`config.mk`:
```
export PLATFORM = sky130hd
export DESIGN_NAME = vamm_unit
export DESIGN_NICKNAME = d
export VERILOG_FILES = /design/src/rtl/vamm_pkg.sv /design/src/rtl/vamm_decode.sv /design/src/rtl/vamm_lane.sv /design/src/rtl/vamm_unit.sv
export SDC_FILE = /design/constraint.sdc
export NUM_CORES = 2
export LEC_CHECK = 0
export CORE_MARGIN = 3
export CORE_UTILIZATION = 60
export DETAILED_ROUTE_END_ITERATION = 8
export DONT_BUFFER_PORTS = 1
export PLACE_DENSITY = 0.76
export SLEW_MARGIN = 20
export SYNTH_ARGS = -nofsm -noshare
export SYNTH_HDL_FRONTEND = slang
export SYNTH_SLANG_ARGS = --single-unit
```
`constraint.sdc`:
```
create_clock -name clk -period 10.1 [get_ports clk]
set_input_delay 0.505 -clock clk [delete_from_list [all_inputs] [get_ports clk]]
set_output_delay 0.505 -clock clk [all_outputs]
set_load 0.05 [all_outputs]
```
`src/rtl/vamm_pkg.sv`:
```
package vamm_pkg;
    typedef enum logic [1:0] {
        SZ_B   = 2'd0,
        SZ_H   = 2'd1,
        SZ_W   = 2'd2,
        SZ_RSV = 2'd3
    } esize_t;

    typedef enum logic {
        ST_IDLE = 1'b0,
        ST_SHOW = 1'b1
    } vstate_t;

    typedef struct packed {
        logic       hit;
        esize_t     size;
        logic       is_min;
        logic [3:0] qd;
        logic [3:0] qm;
    } dec_t;
endpackage

```
`src/rtl/vamm_decode.sv`:
```
module vamm_decode
    import vamm_pkg::*;
(
    input  logic [31:0] insn,
    output dec_t        dec
);
    logic fixed_ok;

    always_comb begin
        fixed_ok = (insn[31:23] == 9'b1110_1110_0) &&
                   (insn[21:20] == 2'b11) &&
                   (insn[17:16] == 2'b11) &&
                   (insn[11:8]  == 4'b1110) &&
                   insn[7] && !insn[6] && !insn[4] && insn[0];
        dec.hit    = fixed_ok;
        dec.size   = esize_t'(insn[19:18]);
        dec.is_min = insn[12];
        dec.qd     = {insn[22], insn[15:13]};
        dec.qm     = {insn[5], insn[3:1]};
    end
endmodule

```
`src/rtl/vamm_lane.sv`:
```
module vamm_lane #(
    parameter int W = 8
) (
    input  logic [W-1:0] s_val,
    input  logic [W-1:0] d_val,
    input  logic         is_min,
    output logic [W-1:0] r_val
);
    logic [W-1:0] mag;
    logic         mag_lt;

    always_comb begin
        // two's complement negate wraps the minimum value onto itself
        mag    = s_val[W-1] ? (~s_val + W'(1)) : s_val;
        mag_lt = mag < d_val;
        if (is_min) r_val = mag_lt ? mag : d_val;
        else        r_val = mag_lt ? d_val : mag;
    end
endmodule

```
`src/rtl/vamm_unit.sv`:
```
module vamm_unit
    import vamm_pkg::*;
#(
    parameter int VEC_W = 128,
    localparam int NBYTE = VEC_W / 8
) (
    input  logic             clk,
    input  logic             rst_n,
    input  logic             in_valid,
    input  logic [31:0]      insn,
    input  logic [VEC_W-1:0] src_vec,
    input  logic [VEC_W-1:0] acc_vec,
    input  logic [NBYTE-1:0] pred_mask,
    output logic             out_valid,
    output logic [VEC_W-1:0] out_vec,
    output logic             out_undef,
    output logic [3:0]       out_qd,
    output logic [3:0]       out_qm
);
    localparam int NSIZE = 3;

    dec_t             dec;
    vstate_t          state, state_nx;
    logic [VEC_W-1:0] res_sz [NSIZE];
    logic [VEC_W-1:0] picked;
    logic [VEC_W-1:0] merged;
    logic             undef_now;

    vamm_decode u_dec (.insn(insn), .dec(dec));

    for (genvar sz = 0; sz < NSIZE; sz++) begin : g_size
        localparam int LW = 8 << sz;
        localparam int NL = VEC_W / LW;
        for (genvar ln = 0; ln < NL; ln++) begin : g_lane
            vamm_lane #(.W(LW)) u_lane (
                .s_val (src_vec[ln*LW +: LW]),
                .d_val (acc_vec[ln*LW +: LW]),
                .is_min(dec.is_min),
                .r_val (res_sz[sz][ln*LW +: LW])
            );
        end
    end

    always_comb begin
        unique case (dec.size)
            SZ_B:    picked = res_sz[0];
            SZ_H:    picked = res_sz[1];
            SZ_W:    picked = res_sz[2];
            default: picked = acc_vec;
        endcase
    end

    assign undef_now = !dec.hit || (dec.size == SZ_RSV);

    for (genvar b = 0; b < NBYTE; b++) begin : g_merge
        assign merged[b*8 +: 8] = (pred_mask[b] && !undef_now) ?
                                  picked[b*8 +: 8] : acc_vec[b*8 +: 8];
    end

    always_comb begin
        unique case (state)
            ST_IDLE: state_nx = in_valid ? ST_SHOW : ST_IDLE;
            ST_SHOW: state_nx = in_valid ? ST_SHOW : ST_IDLE;
            default: state_nx = ST_IDLE;
        endcase
    end

    always_ff @(posedge clk) begin
        if (!rst_n) state <= ST_IDLE;
        else        state <= state_nx;
    end

    always_ff @(posedge clk) begin
        if (!rst_n) begin
            out_vec   <= '0;
            out_undef <= 1'b0;
            out_qd    <= '0;
            out_qm    <= '0;
        end else if (in_valid) begin
            out_vec   <= merged;
            out_undef <= undef_now;
            out_qd    <= dec.qd;
            out_qm    <= dec.qm;
        end
    end

    assign out_valid = (state == ST_SHOW);
endmodule

```
### Word-level counts from Yosys, hierarchy flattened

Index checks and enable logic that the tools add are counted.

* bits in registers: 138
* bits of input ports: 307
* output and inout bits: 138
* word-level logic and storage cells: 255

* $add $sub $neg: 28
* $lt $le $gt $ge: 28
* eq/ne operators: 7
* mux-type cells: 130
* bitwise operators: 28
* reduce and logical (&&, ||, !) cells: 29

Operators by type and width (number)
* $mux 8: 80
* $mux 16: 32
* $mux 32: 16
* $pmux 128 s3: 1
* $add 16x1->16 const B: 8
* $add 32x1->32 const B: 4
* $add 8x1->8 const B: 16
* $lt 16x16->1: 8
* $lt 32x32->1: 4
* $lt 8x8->1: 16
* $not 16->16: 8
* $not 32->32: 4
* $not 8->8: 16
* $logic_and 1x1->1: 23
* $eq 9x9->1 const B: 1
* $eq 2x2->1 const B: 4
* $eq 4x4->1 const B: 1
* $logic_not 1->1: 4
* $eq 2x1->1 const B: 1
* $logic_not 2->1: 1
* $logic_or 1x1->1: 1
* $mux 1: 1

### Longest topological paths before layout

* depth in word-level cells: 13
* gate-level depth with buffers: 21
* mapped depth without buffers: 19

### By module

Synthesis repeated with hierarchy kept, for this count alone.

* cells, all modules: 3676
* area, all modules: 30217.7 µm²

Modules (own cells, without submodules)
* vamm_unit: times used 1, cells each 948, area each 8809.7 µm², sequential area each 2762.6 µm²
* vamm_lane at g_size[0].g_lane[0].u_lane ...: times used 16, cells each 53, area each 417.9 µm², sequential area each 0.0 µm²
* vamm_lane at g_size[1].g_lane[0].u_lane ...: times used 6, cells each 117, area each 897.1 µm², sequential area each 0.0 µm²
* vamm_lane at g_size[2].g_lane[0].u_lane ...: times used 2, cells each 231, area each 1780.5 µm², sequential area each 0.0 µm²
* vamm_lane at g_size[2].g_lane[2].u_lane: times used 1, cells each 240, area each 1890.6 µm², sequential area each 0.0 µm²
* vamm_lane at g_size[2].g_lane[1].u_lane: times used 1, cells each 231, area each 1834.3 µm², sequential area each 0.0 µm²
* vamm_lane at g_size[1].g_lane[4].u_lane: times used 1, cells each 111, area each 948.4 µm², sequential area each 0.0 µm²
* vamm_lane at g_size[1].g_lane[7].u_lane: times used 1, cells each 114, area each 948.4 µm², sequential area each 0.0 µm²
* vamm_decode: times used 1, cells each 20, area each 156.4 µm², sequential area each 0.0 µm²

### Worst setup path after synthesis

No wires, ideal clock.

* path kind: input-to-reg
* start: in src_vec[100]
* end: reg out_vec[122]
* library setup time: 0.128 ns
* arrival: 5.209 ns
* data required time: 9.972 ns
* slack: 4.763 ns
* stages on the path: 19
* buffers on the path: 3
* cells stage by stage: buf_6 -> or4_4 -> or3b_1 -> buf_2 -> or4_4 -> or2_4 -> o21ai_0 -> xnor2_1 -> ha_1 -> nand4_1 -> nor4_1 -> o211ai_1 -> a311oi_2 -> nor2_1 -> xnor2_1 -> clkbuf_1 -> mux2_2 -> a221oi_1 -> a21oi_1

* word-level cells in the longest chain between the ends: 8
* elaborated cells on any way between the ends: 9
* classes of those cells: 1 x add/sub; 1 x order compare; 6 x mux; 1 x bitwise

Ends and longest elaborated chain
* start, declared: line vamm_unit.sv:11 `input logic [VEC_W-1:0] src_vec,`
* $not 32->32: line vamm_lane.sv:14 `mag = s_val[W-1] ? (~s_val + W'(1)) : s_val;`
* $add 32x1->32: line vamm_lane.sv:14
* $mux 32 (*): line vamm_lane.sv:14
* $lt 32x32->1: line vamm_lane.sv:15 `mag_lt = mag < d_val;`
* $mux 32, on equally long branches: line vamm_lane.sv:17, vamm_lane.sv:16
* $mux 32 (*): line vamm_lane.sv:16 `if (is_min) r_val = mag_lt ? mag : d_val;`
* $pmux 128 s3 (*): line vamm_unit.sv:45 `unique case (dec.size)`
* $mux 8 (*): line vamm_unit.sv:56 `assign merged[b*8 +: 8] = (pred_mask[b] && !undef_now) ?`
* end signal, assigned: line vamm_unit.sv:80 `out_vec <= merged;`
* end, declared: line vamm_unit.sv:15 `output logic [VEC_W-1:0] out_vec,`

Every way passes the cells marked *; elsewhere a longest branch is shown, timed or not.
A chain may end at the register's enable or synchronous reset.

### Worst setup path in the final report

* start: in src_vec[36]
* end: reg out_vec[54]

The elaborated chain is that of the path after synthesis.

==> load_flow_metrics.sql <==
INSERT INTO impl_metrics (metric_group, metric, value, unit) VALUES
('run_status', 'run_status', 'completed', ''),
('critical_path', 'crit_slowest_cell', 'sky130_fd_sc_hd__or4_1', ''),
('clock_network', 'post_cts_hold_buffer_count', '0', ''),
('sta', 'finalWorstSetupSlack', '4.32', 'ns'),
('synthesis', 'dominantRegCellSynth', 'sky130_fd_sc_hd__dfxtp_1', ''),
('die', 'std_cell_rows', '75', ''),
('clock_network', 'post_cts.repair.setup_buffers', '0', ''),
('synthesis', 'synthDominantCellAreaShare', '0.186', ''),
('hold_path', 'hp-class', 'in -> reg', ''),
('drt', 'wire_per_inst', '25.8', 'um'),
('critical_path', 'element_type_at_the_critical_path_end', 'flop', ''),
('sta', 'maxSlewViolCount', '0', ''),
('drt', 'first_iter_violations', '3546', ''),
('global_route', 'track_usage', '0.437', ''),
('critical_path', 'crit_type', 'in -> reg', ''),
('sta', 'final.period_utilization', '0.573', ''),
('hold_path', 'hold_path_end', 'out_vec[50]', ''),
('sta', 'finalSetupViolations', '0', ''),
('pwr', 'vdd_drop_max', '0.112', 'mV'),
('global_route', 'globalRouteOverflowTotal', '0', ''),
('sta', 'worst_slew_margin_rel', '0.207', ''),
('synthesis', 'synth.top_cells.by_count', 'sky130_fd_sc_hd__nand2_1, sky130_fd_sc_hd__ha_1, sky130_fd_sc_hd__o21ai_0', ''),
('finish', 'area_growth', '3.04', '%'),
('hold_path', 'min_path_cells', '1', ''),
('sta', 'timing_hold_violations_final', '0', ''),
('global_route', 'grt.busiest_layer', 'met2', ''),
('global_route', 'grt_start_max_net_pins', '189', ''),
('critical_path', 'worstReg2RegStart', 'out_vec[119]', ''),
('clock_network', 'cts_max_level', '4', ''),
('sta', 'final_critical_delay_including_setup_and_external_delays', '5.78', 'ns'),
('global_route', 'grt_pass1_wl', '156', 'mm'),
('synthesis', 'synth_area_leader_cell', 'sky130_fd_sc_hd__ha_1', ''),
('drt', 'via_per_inst', '7.14', ''),
('synthesis', 'synthesis.nets', '4328', ''),
('place', 'numPlacedInstances', '4008', ''),
('synthesis', 'post_synth.cell_area_avg', '7.12', 'sq um'),
('synthesis', 'netlist_top_cells_area', 'sky130_fd_sc_hd__ha_1, sky130_fd_sc_hd__dfxtp_1, sky130_fd_sc_hd__xnor2_1, sky130_fd_sc_hd__nand2_1, sky130_fd_sc_hd__o21ai_0', ''),
('critical_path', 'slowest_delay', '0.72', 'ns'),
('sta', 'rsz_0062_raised_after_global_routing', 'false', ''),
('clock_network', 'tritoncts_num_sinks', '138', ''),
('critical_path', 'critPathLaunchType', 'input port', ''),
('die', 'io_pins', '445', ''),
('global_route', 'antenna_found_initial', '4', ''),
('clock_network', 'tritoncts', 'done', ''),
('die', 'core_area', '0.0423', 'sq mm'),
('global_route', 'gr-usage-met1', '0.532', ''),
('synthesis', 'synth-compound-area-share', '0.299', ''),
('place', 'port_buffers', '0', ''),
('drt', 'drt_pre_antenna_iters', '6', ''),
('drt', 'via_count', '28900', ''),
('synthesis', 'post_synth_num_cell_types', '92', ''),
('synthesis', 'yosys.cell_count.top_type', 'sky130_fd_sc_hd__nand2_1', ''),
('pwr', 'p_leak', '11.2', 'nW'),
('flow_run', 'maxCapViolCount', '0', ''),
('place', 'dp_hpwl', '76.7', 'mm'),
('synthesis', 'yosysWarningCount', '0', ''),
('critical_path', 'reg_to_reg_critical_path_endpoint', 'out_vec[119]', ''),
('die', 'initial_utilization', '0.612', ''),
('finish', 'nNetsFinal', '4141', ''),
('synthesis', 'yosys_register_bits', '138', ''),
('clock_network', 'max_clock_buf_depth', '2', ''),
('drt', 'ant_nets', '0', ''),
('clock_network', 'post_cts_resize_count', '0', ''),
('critical_path', 'critical_path.cell_chain', 'or4_1, nor4_2, nand2b_1, or4_1, o21ai_0, xnor2_1, ha_1, nand4_1, nor4_1, a221oi_1, o21ai_0, nor2_1, xnor2_1, buf_4, mux2_2, a221oi_1, a311oi_1', ''),
('critical_path', 'critical_path_required', '10.48', 'ns'),
('pwr', 'power_density', '102', 'mW/mm^2'),
('drt', 'drc_errors', '0', ''),
('synthesis', 'synthAdderAreaFrac', '0.186', ''),
('drt', 'route.final.wire_length', '104', 'mm'),
('clock_network', 'cts-root-buf', 'sky130_fd_sc_hd__clkbuf_16', ''),
('die', 'fp.dieArea', '0.0457', 'sq mm');
-- final cells by class --
class,instances,area [sq um]
Multi-Input combinational cell,3043,21400
Fill cell,3876,15700
Sequential cell,138,2760
Inverter,216,812
Tap cell,577,722
Clock buffer,20,457
Timing Repair Buffer,34,255
Clock inverter,12,219
Antenna cell,1,2.50
-- worst max path at each step --
stage	startpoint	slack, ns	end
floorplan	src_vec[100]	4.76	out_vec[122]
global placement	src_vec[36]	4.08	out_vec[54]
detailed placement	src_vec[36]	3.94	out_vec[54]
CTS	src_vec[36]	4.46	out_vec[54]
global route	src_vec[36]	3.90	out_vec[54]
finish	src_vec[36]	4.32	out_vec[54]
-- flip-flops by register name (all words and copies together) (netlist names) --
name and count:
out_qd 4, out_undef 1, out_vec 128, out_valid 1, out_qm 4
-- cells in the final DEF, fill, tap and decap left out, types with 15 or more instances in the layout --
master                      netlist  routed
sky130_fd_sc_hd__a21oi_1        227     227
sky130_fd_sc_hd__dfxtp_1        138     138
sky130_fd_sc_hd__xnor2_1        286     286
sky130_fd_sc_hd__nand4_1         37      37
sky130_fd_sc_hd__nand2b_1        46      46
sky130_fd_sc_hd__nand3_1         84      84
sky130_fd_sc_hd__a22oi_1         19      19
sky130_fd_sc_hd__a221oi_1        51      51
sky130_fd_sc_hd__inv_1          212     210
sky130_fd_sc_hd__or4_1           17      17
sky130_fd_sc_hd__a221o_1         30      30
sky130_fd_sc_hd__o31ai_1         37      37
sky130_fd_sc_hd__nor2b_1         15      15
sky130_fd_sc_hd__buf_4            1      34
sky130_fd_sc_hd__clkbuf_16        0      17
sky130_fd_sc_hd__o21ai_0        309     309
sky130_fd_sc_hd__nor3_1          67      66
sky130_fd_sc_hd__a21o_1          60      60
sky130_fd_sc_hd__nor2_1         199     194
sky130_fd_sc_hd__and3_1          19      19
sky130_fd_sc_hd__a31oi_1         49      49
sky130_fd_sc_hd__a32oi_1         21      21
sky130_fd_sc_hd__nor4_1          15      15
sky130_fd_sc_hd__nand2_1        467     464
sky130_fd_sc_hd__ha_1           384     384
sky130_fd_sc_hd__or3_1           45      45
sky130_fd_sc_hd__a31o_2          18      18
sky130_fd_sc_hd__a2111oi_0       21      21
sky130_fd_sc_hd__mux2i_1         66      66
sky130_fd_sc_hd__a211oi_1        45      45
sky130_fd_sc_hd__a311oi_1        27      27
sky130_fd_sc_hd__o221ai_1        18      18
sky130_fd_sc_hd__o21a_1          36      36
sky130_fd_sc_hd__xor2_1          22      22
sky130_fd_sc_hd__o211ai_1        47      47
sky130_fd_sc_hd__mux2_2          23      23
sky130_fd_sc_hd__and2_1          23      23
-- through the flow --
stage                     utilization  power, mW  hold WS, ns  area (sq um)
after floorplan                     -       1.66        0.630         25900
after global placement          0.614       1.88        0.615         26000
after detailed placement        0.614       1.91        0.628         26000
after CTS                       0.630       2.69       0.0794         26700
after global routing            0.630       2.86        0.113         26700
final                           0.630       2.72        0.123         26700
-- power breakdown --
group | switching (mW) | internal, mW
Sequential | 0.175 | 0.583
Clock | 0.309 | 0.474
Combinational | 0.707 | 0.475
Total | 1.19 | 1.53
-- cell families (layout without fill, tap and decap cells) --
logic type | count (synthesis) | count (layout)
AOI/OAI and AO/OA | 1154 | 1154
and+or+nand+nor | 1107 | 1107
buffers and inverters | 456 | 282
adders and majority gates | 384 | 384
xor gates and xnor gates | 308 | 308
DFF | 138 | 138
muxes | 90 | 90
other | 0 | 1
-- critical path: cells and delay by family --
kind,cells,cell delay (ns)
buffers and inverters,1,0.31
AOI/OAI and AO/OA,5,1.14
and+or+nand+nor,7,2.78
muxes,1,0.36
xor gates and xnor gates,2,0.74
adders and majority gates,1,0.32
-- metal layers --
layer,share of wire,routed length [um],up-vias
li1,-,-,13000
met1,0.37,38900,13500
met2,0.43,45200,1876
met3,0.13,13300,457
met4,0.064,6640,2
met5,0.00015,16,-
No activity file was read; power rests on OpenSTA's default activity.
